**src/rtl/mute_pkg.sv**
```systemverilog
package mute_pkg;

    typedef enum logic [1:0] {
        ST_FRESH       = 2'd0,
        ST_FRESH_MUTED = 2'd1,
        ST_ACTIVE      = 2'd2,
        ST_MUTED       = 2'd3
    } mute_state_t;

    function automatic logic is_muted(input mute_state_t s);
        return (s == ST_MUTED) || (s == ST_FRESH_MUTED);
    endfunction

endpackage

```
**src/rtl/mute_addr_match.sv**
```systemverilog
module mute_addr_match #(
    parameter int ADDR_W = 4
) (
    input  logic              char_msb,
    input  logic [ADDR_W-1:0] char_tag,
    input  logic [ADDR_W-1:0] node_addr,
    output logic              addr_hit
);
    logic [ADDR_W-1:0] bit_eq;

    genvar gi;
    generate
        for (gi = 0; gi < ADDR_W; gi++) begin : g_cmp
            assign bit_eq[gi] = ~(char_tag[gi] ^ node_addr[gi]);
        end
    endgenerate

    assign addr_hit = char_msb & (&bit_eq);
endmodule

```
**src/rtl/mute_sw_filter.sv**
```systemverilog
module mute_sw_filter (
    input  logic rwu_wr,
    input  logic rwu_wr_val,
    input  logic wake_sel,
    input  logic rxne,
    output logic req_set,
    output logic req_clr
);
    logic locked;

    always_comb begin
        locked  = wake_sel & rxne;
        req_set = rwu_wr &  rwu_wr_val & ~locked;
        req_clr = rwu_wr & ~rwu_wr_val & ~locked;
    end
endmodule

```
**src/rtl/mute_wake_fsm.sv**
```systemverilog
module mute_wake_fsm
    import mute_pkg::*;
(
    input  logic clk,
    input  logic rst_n,
    input  logic enable,
    input  logic wake_sel,
    input  logic char_valid,
    input  logic addr_hit,
    input  logic idle_det,
    input  logic req_set,
    input  logic req_clr,
    output logic muted,
    output logic deliver
);
    mute_state_t state_q, state_d;
    logic        addr_wake;
    logic        idle_wake;

    always_ff @(posedge clk or negedge rst_n) begin
        if (!rst_n) state_q <= ST_FRESH;
        else        state_q <= state_d;
    end

    always_comb begin
        addr_wake = wake_sel & char_valid & addr_hit;
        idle_wake = ~wake_sel & idle_det;
        state_d   = state_q;
        if (!enable) begin
            state_d = ST_FRESH;
        end else begin
            unique case (state_q)
                ST_FRESH: begin
                    if (req_set && wake_sel)
                        state_d = char_valid ? ST_MUTED : ST_FRESH_MUTED;
                    else if (char_valid)
                        state_d = ST_ACTIVE;
                end
                ST_ACTIVE: begin
                    if (req_set) state_d = ST_MUTED;
                end
                ST_MUTED: begin
                    if (addr_wake || idle_wake || req_clr) state_d = ST_ACTIVE;
                end
                ST_FRESH_MUTED: begin
                    if (addr_wake)                   state_d = ST_ACTIVE;
                    else if (idle_wake || req_clr)   state_d = ST_FRESH;
                end
                default: state_d = ST_FRESH;
            endcase
        end
    end

    always_comb begin
        muted   = is_muted(state_q);
        deliver = enable & char_valid & (~muted | (wake_sel & addr_hit));
    end
endmodule

```
**src/rtl/mute_wake_ctrl.sv**
```systemverilog
module mute_wake_ctrl #(
    parameter int ADDR_W = 4
) (
    input  logic              clk,
    input  logic              rst_n,
    input  logic              rx_enable,
    input  logic              wake_sel,
    input  logic [ADDR_W-1:0] node_addr,
    input  logic              char_valid,
    input  logic              char_msb,
    input  logic [ADDR_W-1:0] char_tag,
    input  logic              idle_det,
    input  logic              rwu_wr,
    input  logic              rwu_wr_val,
    input  logic              rxne,
    output logic              rwu,
    output logic              char_deliver
);
    logic addr_hit;
    logic req_set;
    logic req_clr;

    mute_addr_match #(.ADDR_W(ADDR_W)) u_match (
        .char_msb (char_msb),
        .char_tag (char_tag),
        .node_addr(node_addr),
        .addr_hit (addr_hit)
    );

    mute_sw_filter u_filter (
        .rwu_wr    (rwu_wr),
        .rwu_wr_val(rwu_wr_val),
        .wake_sel  (wake_sel),
        .rxne      (rxne),
        .req_set   (req_set),
        .req_clr   (req_clr)
    );

    mute_wake_fsm u_fsm (
        .clk       (clk),
        .rst_n     (rst_n),
        .enable    (rx_enable),
        .wake_sel  (wake_sel),
        .char_valid(char_valid),
        .addr_hit  (addr_hit),
        .idle_det  (idle_det),
        .req_set   (req_set),
        .req_clr   (req_clr),
        .muted     (rwu),
        .deliver   (char_deliver)
    );
endmodule

```
**config.mk**
```make
export PLATFORM = sky130hd
export DESIGN_NAME = mute_wake_ctrl
export DESIGN_NICKNAME = d
export VERILOG_FILES = /design/src/rtl/mute_pkg.sv /design/src/rtl/mute_addr_match.sv /design/src/rtl/mute_sw_filter.sv /design/src/rtl/mute_wake_fsm.sv /design/src/rtl/mute_wake_ctrl.sv
export SDC_FILE = /design/constraint.sdc
export NUM_CORES = 1
export LEC_CHECK = 0
export BUFFER_PORTS_ARGS = -buffer_cell sky130_fd_sc_hd__buf_2
export CAP_MARGIN = 20
export CORE_AREA = 2 2 39 41
export CTS_CLUSTER_DIAMETER = 80
export DETAILED_ROUTE_END_ITERATION = 6
export DIE_AREA = 0 0 41 43
export PLACE_DENSITY_LB_ADDON = 0.3
export SLEW_MARGIN = 20
export SYNTH_ARGS = -nofsm -noshare
export SYNTH_HDL_FRONTEND = slang
export SYNTH_SLANG_ARGS = --single-unit
```
**constraint.sdc**
```tcl
create_clock -name clk -period 2.4 [get_ports clk]
set_clock_uncertainty 0.15 [all_clocks]
set_input_delay 0.24 -clock clk [delete_from_list [all_inputs] [get_ports clk]]
set_output_delay 0.24 -clock clk [all_outputs]
set_load 0.005 [all_outputs]
```
==> impl_metrics.env <==
export IMPL_nets=69
export IMPL_rr_worst_depth=4
export IMPL_route_detailed_drc=0
export IMPL_clk_insertion_delay_late_ns=0.24
export IMPL_yosys_warnings=0
export IMPL_holdPathStages=2
export IMPL_dr_pass1_iters=3
export IMPL_p_int_mw=0.118
export IMPL_critPathLaunchType="input port"
export IMPL_slew_viol_final=0
export IMPL_cts_resized=0
export IMPL_routedWlPerCell_um=8.85
export IMPL_period_minus_slack_ns=1.45
export IMPL_path_clk_slew_ns=0.03
export IMPL_regMostFlops="u_fsm.state_q"
export IMPL_end_kind="primary output"
export IMPL_swShare=0.278
export IMPL_clock_path_buffers=2
export IMPL_rows=14
export IMPL_vias=271
export IMPL_largest_register_ff_count=2
export IMPL_ys_seq_elements=2
export IMPL_p_sw_mw=0.0453
export IMPL_path_class="input port to primary output"
export IMPL_fin_util=0.257
export IMPL_relSlewSlack=0.855
export IMPL_drive_gt1_frac=0.449
export IMPL_htree_levels=1
export IMPL_status="completed"
export IMPL_cts_buffers=3
export IMPL_synth_top_area_share=0.237
export IMPL_grt_pass1_vias=254
export IMPL_final_common_cell="buf_2"
export IMPL_syn_num_nets=45
export IMPL_gp_congestion=0.713
export IMPL_initial_core_util=0.153
export IMPL_area_growth_pct=68.0
export IMPL_yosys_top_cells_area="dfrtp_1, xnor2_1, nor2b_1"
export IMPL_postPlaceCellArea_sq_um=323
export IMPL_io_buffer_count=19
export IMPL_die_h_um=43
export IMPL_design_area_sq_um=355
export IMPL_required_ns=2.01
export IMPL_n_fill_cell=158
export IMPL_setup_ws_ns=0.946
export IMPL_hp_class="input port to flip-flop"
export IMPL_final_antenna_net_count=0
export IMPL_rsz0062_at_grt="false"
export IMPL_syn_area_per_cell_sq_um=7.83
export IMPL_grt_usage=0.0843
export IMPL_synth_top_area_cell="dfrtp_1"
export IMPL_ioPinCount=20
export IMPL_cts_root_buf="clkbuf_4"
export IMPL_post_cts_buffers=0
export IMPL_grt_pass1_wl_um=910
export IMPL_top_regs="u_fsm.state_q: 2 flops"
export IMPL_antenna_found_initial=0
export IMPL_period_share=0.606
export IMPL_clkPwrFrac=0.483
export IMPL_hold_viol_final=0
export IMPL_vdd_drop_max_mv=0.135
export IMPL_p_leak_nw=0.174
export IMPL_crit_fanout=3
export IMPL_synth_area_sq_um=211
export IMPL_dp_slack_ns=0.948
export IMPL_postCtsHoldBufs=1
export IMPL_n_antenna_cell=0
export IMPL_drv_cap=0
export IMPL_pwr_share_seq=0.252
export IMPL_power_frac_comb=0.265
export IMPL_yosys_cell_types_count=19
export IMPL_report_final_setup_viol=0
export IMPL_drt_iter0_drc=2
export IMPL_worst_pin_slew_ns=0.215
export IMPL_vias_per_cell=4.17
export IMPL_grt_remaining_overflow=0
export IMPL_final_cell_mix="buf_2, xnor2_1, clkbuf_4"
export IMPL_fmax_ghz=0.688
export IMPL_grt_max_degree=8
export IMPL_finalSetupTns_ns=0
export IMPL_syn_inst=27
export IMPL_die_area_sq_um=1760
export IMPL_fp_dieW_um=41
export IMPL_synth_seq_area_share=0.237
export IMPL_cts_tree="done"
export IMPL_cts_sinks=2
export IMPL_wl_um=575
export IMPL_arrival_ns=1.06
export IMPL_power_density_nw_per_um2=459
export IMPL_core_sq_um=1380
## synth_stat cells
cell type	n
nand2_1	1
clkbuf_1	1
nand3_1	1
a21oi_1	2
o221ai_1	1
o21ai_1	2
nor2_1	1
and3_1	1
nor2b_1	2
xnor2_1	4
nor3b_1	1
o311a_1	1
nand4_1	1
inv_1	2
o31a_1	1
o31ai_1	1
o21bai_1	1
dfrtp_1	2
a211oi_1	1
## power groups by stage
stage                     Sequential [mW]  Combinational [mW]  Clock [mW]
after floorplan                    0.0402              0.0210           0
after global placement             0.0415              0.0425           0
after detailed placement           0.0413              0.0426           0
after CTS                          0.0409              0.0440      0.0813
after global routing               0.0417              0.0487      0.0817
final                              0.0411              0.0432      0.0788
## worst paths after layout
kind                                                   start                            to  slack (ns)
worst min register to register  u_fsm.state_q[1]$_DFFE_PN0P_  u_fsm.state_q[1]$_DFFE_PN0P_        0.46
max in group asynchronous                              rst_n  u_fsm.state_q[0]$_DFFE_PN0P_        1.83
worst max-delay path                            node_addr[1]                  char_deliver        0.95
worst min-delay path                               rx_enable  u_fsm.state_q[1]$_DFFE_PN0P_        0.10
worst max register to register  u_fsm.state_q[1]$_DFFE_PN0P_  u_fsm.state_q[0]$_DFFE_PN0P_        1.24
min in group asynchronous                              rst_n  u_fsm.state_q[1]$_DFFE_PN0P_        0.17
## worst max-delay path, stage by stage
cell,delay [ns]
buf_2,0.10
xnor2_1,0.15
nand4_1,0.16
o21ai_1,0.15
and3_1,0.16
buf_2,0.10
## stage by stage
| step | hold WS [ns] | power, mW | cells |
|---|---|---|---|
| 3_5_place_dp | -0.125 | 0.0839 | 61 |
| 2_1_floorplan | -0.206 | 0.0612 | 27 |
| 4_1_cts | 0.101 | 0.166 | 65 |
| 6_report | 0.101 | 0.163 | 65 |
| 3_3_place_gp | -0.125 | 0.0840 | 61 |
| 5_1_grt | 0.110 | 0.172 | 65 |
## cell families (layout without fill, tap and decap cells)
logic type	count (synthesis)	after routing	share of synthesized area
DFF	2	2	0.237
buffers and inverters	3	25	0.0533
and+or+nand+nor	8	8	0.213
xor gates and xnor gates	4	4	0.166
AOI/OAI and AO/OA	10	10	0.331
## layout make-up
cell class	instances	area (sq um)	area share
repair buffers	20	105	0.296
multi-input cells	22	150	0.423
clock buffers	3	22.5	0.0634
flip-flops and latches	2	50.0	0.141
inverters	2	7.51	0.0211
well taps	16	20.0	0.0563
## routing by layer
layer  vias to the layer above  track usage  share of wire
met5                         -            0              0
met4                         0        0.100          0.037
met3                         2       0.0314          0.075
met2                        13        0.125           0.48
met1                       111       0.0740           0.41
li1                        145            -              -
Note: power is estimated with default switching activity, not from simulation.
